## config.mk

```make
export PLATFORM = sky130hd
export DESIGN_NAME = fir3p_filter
export DESIGN_NICKNAME = d
export VERILOG_FILES = /design/src/rtl/fir3p_pkg.sv /design/src/rtl/fir3p_history.sv /design/src/rtl/fir3p_lane.sv /design/src/rtl/fir3p_filter.sv
export SDC_FILE = /design/constraint.sdc
export NUM_CORES = 1
export LEC_CHECK = 0
export BUFFER_PORTS_ARGS = -buffer_cell sky130_fd_sc_hd__buf_2
export CORE_MARGIN = 5
export CORE_UTILIZATION = 58
export CTS_BUF_LIST = sky130_fd_sc_hd__clkbuf_16
export DETAILED_ROUTE_END_ITERATION = 10
export PLACE_DENSITY = 0.75
export REMOVE_ABC_BUFFERS = 1
export SYNTH_ARGS = -nofsm -noshare
export SYNTH_HDL_FRONTEND = slang
export SYNTH_HIERARCHICAL = 1
export SYNTH_SLANG_ARGS = --single-unit
```

## constraint.sdc

```tcl
create_clock -name clk -period 14 [get_ports clk]
set_clock_uncertainty 0.05 [all_clocks]
set_input_delay 2.8 -clock clk [delete_from_list [all_inputs] [get_ports clk]]
set_output_delay 2.8 -clock clk [all_outputs]
set_load 0.01 [all_outputs]
```

## src/rtl/fir3p_pkg.sv

```systemverilog
package fir3p_pkg;
  localparam int LANES = 3;
  localparam int TAPS  = 3;

  // Index of the operand sample relative to the start of the current block:
  // non-negative values address the current block, negative ones the previous block.
  function automatic int tap_source(input int lane, input int delay);
    return lane - delay;
  endfunction
endpackage

```

## src/rtl/fir3p_history.sv

```systemverilog
module fir3p_history
  import fir3p_pkg::*;
#(
  parameter int DATA_W = 8
) (
  input  logic                     clk,
  input  logic                     rst,
  input  logic                     load,
  input  logic signed [DATA_W-1:0] cur  [LANES],
  output logic signed [DATA_W-1:0] prev [LANES]
);
  for (genvar g = 0; g < LANES; g++) begin : g_hist
    always_ff @(posedge clk) begin
      if (rst) begin
        prev[g] <= '0;
      end else if (load) begin
        prev[g] <= cur[g];
      end
    end
  end
endmodule

```

## src/rtl/fir3p_lane.sv

```systemverilog
module fir3p_lane
  import fir3p_pkg::*;
#(
  parameter int                    LANE     = 0,
  parameter int                    DATA_W   = 8,
  parameter int                    COEF_W   = 8,
  parameter int                    OUT_W    = 16,
  parameter logic [TAPS*COEF_W-1:0] COEF_VEC = '0
) (
  input  logic signed [DATA_W-1:0] cur  [LANES],
  input  logic signed [DATA_W-1:0] prev [LANES],
  output logic signed [OUT_W-1:0]  result
);
  localparam int PROD_W = DATA_W + COEF_W;
  localparam int SUM_W  = PROD_W + $clog2(TAPS) + 1;

  logic signed [DATA_W-1:0] opnd [TAPS];
  logic signed [PROD_W-1:0] prod [TAPS];
  logic signed [SUM_W-1:0]  sum;

  for (genvar t = 0; t < TAPS; t++) begin : g_tap
    localparam int SRC = tap_source(LANE, t + 1);
    localparam logic signed [COEF_W-1:0] K = COEF_VEC[t*COEF_W +: COEF_W];
    if (SRC >= 0) begin : g_now
      assign opnd[t] = cur[SRC];
    end else begin : g_old
      assign opnd[t] = prev[SRC + LANES];
    end
    assign prod[t] = PROD_W'(opnd[t]) * PROD_W'(K);
  end

  always_comb begin
    sum = '0;
    for (int t = 0; t < TAPS; t++) begin
      sum = sum + {{(SUM_W-PROD_W){prod[t][PROD_W-1]}}, prod[t]};
    end
  end

  if (OUT_W >= SUM_W) begin : g_wide
    assign result = {{(OUT_W-SUM_W){sum[SUM_W-1]}}, sum};
  end else begin : g_clip
    logic fits;
    assign fits = (sum[SUM_W-1:OUT_W-1] == '0) || (sum[SUM_W-1:OUT_W-1] == '1);
    always_comb begin
      if (fits)
        result = sum[OUT_W-1:0];
      else if (sum[SUM_W-1])
        result = {1'b1, {(OUT_W-1){1'b0}}};
      else
        result = {1'b0, {(OUT_W-1){1'b1}}};
    end
  end
endmodule

```

## src/rtl/fir3p_filter.sv

```systemverilog
module fir3p_filter
  import fir3p_pkg::*;
#(
  parameter int DATA_W = 8,
  parameter int COEF_W = 8,
  parameter int OUT_W  = 16,
  parameter int COEF_A = 100,
  parameter int COEF_B = -90,
  parameter int COEF_C = 120
) (
  input  logic                     clk,
  input  logic                     rst,
  input  logic                     in_valid,
  input  logic signed [DATA_W-1:0] x0,
  input  logic signed [DATA_W-1:0] x1,
  input  logic signed [DATA_W-1:0] x2,
  output logic                     out_valid,
  output logic signed [OUT_W-1:0]  y0,
  output logic signed [OUT_W-1:0]  y1,
  output logic signed [OUT_W-1:0]  y2
);
  localparam logic [COEF_W-1:0] KA = COEF_W'(COEF_A);
  localparam logic [COEF_W-1:0] KB = COEF_W'(COEF_B);
  localparam logic [COEF_W-1:0] KC = COEF_W'(COEF_C);
  // tap t (delay t+1) lives at bits [t*COEF_W +: COEF_W]
  localparam logic [TAPS*COEF_W-1:0] KVEC = {KC, KB, KA};

  logic signed [DATA_W-1:0] cur  [LANES];
  logic signed [DATA_W-1:0] prev [LANES];
  logic signed [OUT_W-1:0]  lane_out [LANES];
  logic signed [OUT_W-1:0]  y_q [LANES];
  logic                     v_q;

  assign cur[0] = x0;
  assign cur[1] = x1;
  assign cur[2] = x2;

  fir3p_history #(.DATA_W(DATA_W)) u_hist (
    .clk  (clk),
    .rst  (rst),
    .load (in_valid),
    .cur  (cur),
    .prev (prev)
  );

  for (genvar l = 0; l < LANES; l++) begin : g_lane
    fir3p_lane #(
      .LANE(l), .DATA_W(DATA_W), .COEF_W(COEF_W), .OUT_W(OUT_W), .COEF_VEC(KVEC)
    ) u_lane (
      .cur    (cur),
      .prev   (prev),
      .result (lane_out[l])
    );

    always_ff @(posedge clk) begin
      if (rst) begin
        y_q[l] <= '0;
      end else if (in_valid) begin
        y_q[l] <= lane_out[l];
      end
    end
  end

  always_ff @(posedge clk) begin
    if (rst) v_q <= 1'b0;
    else     v_q <= in_valid;
  end

  assign out_valid = v_q;
  assign y0 = y_q[0];
  assign y1 = y_q[1];
  assign y2 = y_q[2];
endmodule

```

==> Implementation_results.wiki <==
{| class="wikitable"
! Metric !! Value
|-
| Share of the yosys chip area belonging to registers || between 10% and 20%
|-
| Required time of the worst setup path || 14.05 ns
|-
| Largest stage delay on the critical path || 0.51 ns
|-
| End of the worst hold path || u_hist/prev[6]$_SDFFE_PP0P_
|-
| Total Routed Length || 30.7 mm
|-
| Mean number of vias per cell || 5.47
|-
| Critical Path Slowest Stage Cell || fa_1
|-
| Max frequency || roughly 110 MHz
|-
| Worst slack on hold paths || 0.444 ns
|-
| Horizontal die dimension || approximately 170 um
|-
| Via count of the first global-routing pass || 10,700
|-
| Antenna violations before repair || 0
|-
| Leading cell types in the layout, fill and taps excluded || 303 x ha_1, 280 x inv_1, 120 x fa_1
|-
| Reg clk slew, reported paths || roughly 0.06 ns
|-
| Category of the most critical setup path || in2reg
|-
| Count of max-cap constraint violations || 0
|-
| Critical path's most frequent cell || fa_1
|-
| Outcome || completed
|-
| Weighted congestion at the end of routability-driven global placement || ~0.91
|-
| Clock tree from TritonCTS || yes
|-
| Area growth from synthesis to layout || 6.21%
|-
| Endpoint of the worst-slack reg-to-reg timing path || y_q[0][7]$_SDFFCE_PN0P_
|-
| Antenna fix cells || 0
|-
| Post-CTS Hold Fix Bufs || 0
|-
| Number of distinct library cells after synthesis || 73
|-
| Port Buffer Count || 75
|-
| Die area || ~0.029 mm^2
|-
| Multiplexer share of the synthesized area || about 3.6%
|-
| Final Max Slew Viols || 0
|-
| Number of DRC markers in iteration 0 || 458
|-
| Synth Flop Type || edfxtp_1
|-
| Total I/O pin count || 76
|-
| Setup bufs post-CTS || 0
|-
| HPWL after detailed placement || 25.0 mm
|-
| Most common library cell in the layout ignoring fill and taps || ha_1
|-
| Initial Utilization || 59.0%
|-
| Clock Tree Buf Depth || 2
|-
| Reg2reg setup slack || 6.65 ns
|-
| Root Driver || clkbuf_16
|-
| Family with the most delay on the worst path || adder cells
|-
| Synthesized-area fraction occupied by xor and xnor cells || approximately a tenth
|-
| Count of flip-flops with a built-in enable after synthesis || 48
|-
| Later-pin clock latency in the skew report || 0.34 ns
|-
| Number of gates resized after CTS || 0
|-
| Pin count of the biggest net entering global routing || 75
|-
| Number of buffers and inverters on the critical path || 4
|-
| RSZ-0062 raised after global routing || no
|-
| Vertical extent of the die || 170 um
|-
| Vias || approximately 11,000
|-
| Post-synth ARST share || 0%
|-
| Number of warnings reported in the yosys synthesis log || 6
|-
| CP endpoint kind || register
|-
| Hold Startpoint || u_hist/prev[6]$_SDFFE_PP0P_
|-
| Nets || 2,089
|-
| Number of search-and-repair iterations in the first detailed-routing pass || 5
|-
| Post-synthesis adder-cell area fraction || 41.7%
|-
| Worst min-delay path class || reg2reg
|-
| Area of the core || 0.0252 mm^2
|-
| Floorplan row count || between 50 and 60
|-
| Post-synthesis area per instance || 9.45 um^2
|-
| Complex-gate fraction of the synthesized area || approximately an eighth
|-
| Count of cells along the worst hold path || 2
|-
| Count of final hold-check violations || 0
|-
| Launch instance of the worst register-to-register path || u_hist/prev[9]$_SDFFE_PP0P_
|-
| Arrival time of the worst setup path || around 9 ns
|-
| Sink Count || 73
|-
| Count of nets left with antenna violations after detail routing || 0
|-
| Post-detailed-route wirelength per cell || 15.6 um
|-
| Cells on worst reg2reg path || 22
|-
| Transition time at the pin with the least slew margin || ~1.3 ns
|-
| Min Clock Period, post-route || 9.11 ns
|-
| Simple-gate portion of the synthesized area || around a tenth
|-
| Final worst-path cycle share || 65.1%
|-
| Count of final setup violators || 0
|-
| Area of the mapped netlist || 0.0149 mm^2
|-
| Crit path launch type || input port
|-
| GRT Residual Overflow || 0
|-
| Headroom to the max-slew limit || 15.9%
|-
| Fraction of layout cells with a size suffix above 1 || 10.1%
|-
| Clock buffers created by TritonCTS || 9
|-
| Crit path cell chain || buf_2 -> inv_1 -> ha_1 -> fa_1 -> fa_1 -> fa_1 -> ha_1 -> inv_1 -> o21bai_1 -> a2111o_1 -> a31o_2 -> a21oi_1 -> xor2_1 -> fa_1 -> inv_1 -> ha_1 -> a21o_1 -> a31oi_1 -> o2111ai_1 -> a31oi_1 -> xnor2_1 -> o21ai_2 -> o21ai_0 -> and3b_1
|-
| Setup_tns || 0 ns
|-
| Post-route DRC violation count || 0
|-
| Flip-flop and latch count after synthesis || 73
|-
| First-pass GRT wire length || 51.5 mm
|-
| Maximum level of the CTS H-tree || 3
|-
| Combinational family with the most area after synthesis || adder cells
|-
| Cells after synthesis || 1,573
|-
| Critical path fanouts, max || 15
|-
| GRT Total Usage || 21.7%
|-
| Launch point of the critical path || x0[1]
|}
per-layer routing:
layer / wire length (um) / global-route usage, % / share of wire (%)
met5: 0 / 0 / 0
met4: 537 / 5.63 / 1.7
met3: 919 / 1.60 / 3.0
met2: 14700 / 37.8 / 48
met1: 14600 / 29.4 / 48
sequential cells by signal (all words and copies together) (netlist names):
name / count
y_q: 48
u_hist/prev: 24
out_valid: 1
cell type report:
type	count	area (um^2)
Multi-Input combinational cell	1193	11700
Fill cell	2094	9400
Sequential cell	73	1940
Inverter	280	1050
Timing Repair Buffer	82	428
Tap cell	330	413
Clock buffer	9	225
Clock inverter	7	61.3
cells by family (layout without fill, tap and decap cells):
group	after synthesis	after routing
adder cells (fa/ha/maj)	423	423
XOR/XNOR	176	176
multiplexers	52	52
buffers and inverters	307	378
AND/OR/NAND/NOR	260	260
flip-flops	73	73
AO/OA/AOI/OAI	282	282
how the worst max path moves through the flow:
stage,endpoint,cells past startpoint
final,y_q[2][2]$_SDFFCE_PN0P_,24
after global routing,y_q[2][5]$_SDFFCE_PN0P_,24
after CTS,y_q[2][2]$_SDFFCE_PN0P_,24
after detailed placement,y_q[2][2]$_SDFFCE_PN0P_,24
after global placement,y_q[2][5]$_SDFFCE_PN0P_,24
after floorplan,y_q[2][11]$_SDFFCE_PN0P_,23
cells in the mapped netlist, types with 3 or more instances:
cell type / instances / area [um^2]
or3_1: 14 / 87.6
nand2b_1: 14 / 87.6
nand2_1: 54 / 203
a2111oi_0: 3 / 26.3
fa_1: 120 / 2400
and3b_1: 47 / 412
inv_1: 279 / 1050
a21o_1: 28 / 210
nor2b_1: 10 / 62.6
mux2i_1: 35 / 350
nor3_1: 11 / 55.1
a21oi_1: 100 / 500
nand3_2: 3 / 30.0
a31oi_1: 6 / 37.5
mux2_2: 17 / 191
and3_1: 7 / 43.8
o2111ai_1: 4 / 35.0
a21oi_2: 12 / 105
edfxtp_1: 48 / 1440
xor2_1: 81 / 709
o21bai_1: 6 / 45.0
a21boi_0: 4 / 30.0
or2_2: 7 / 43.8
a211oi_1: 6 / 45.0
o21ai_0: 54 / 270
o21ai_2: 4 / 35.0
o211a_1: 5 / 50.1
nand3_1: 11 / 55.1
buf_12: 3 / 60.1
o211ai_1: 7 / 52.6
and2_1: 4 / 25.0
nor2_1: 66 / 248
clkbuf_1: 6 / 22.5
buf_2: 13 / 65.1
o21ai_1: 4 / 20.0
dfxtp_1: 25 / 500
o31ai_1: 5 / 37.5
a211o_1: 3 / 26.3
o21a_1: 6 / 45.0
ha_1: 303 / 3790
buf_6: 5 / 56.3
xnor2_1: 94 / 823
worst min-delay path: stages, from the launching register on:
cell and delay [ns]:
dfxtp_1 0.33, mux2i_1 0.07, nor2_1 0.07
per-stage QoR:
step | instance area [um^2] | setup slack, ns | cells | util [%]
after global routing | 15800 | 4.51 | 1974 | 62.7
after CTS | 15800 | 4.99 | 1974 | 62.7
after floorplan | 14700 | 5.50 | 1546 | -
after global placement | 15500 | 4.85 | 1958 | 61.5
final | 15800 | 4.89 | 1974 | 62.7
after detailed placement | 15500 | 4.66 | 1958 | 61.5
Power is not shown: default switching activity piles up to over one toggle a cycle in this logic, so the estimate is an artifact.
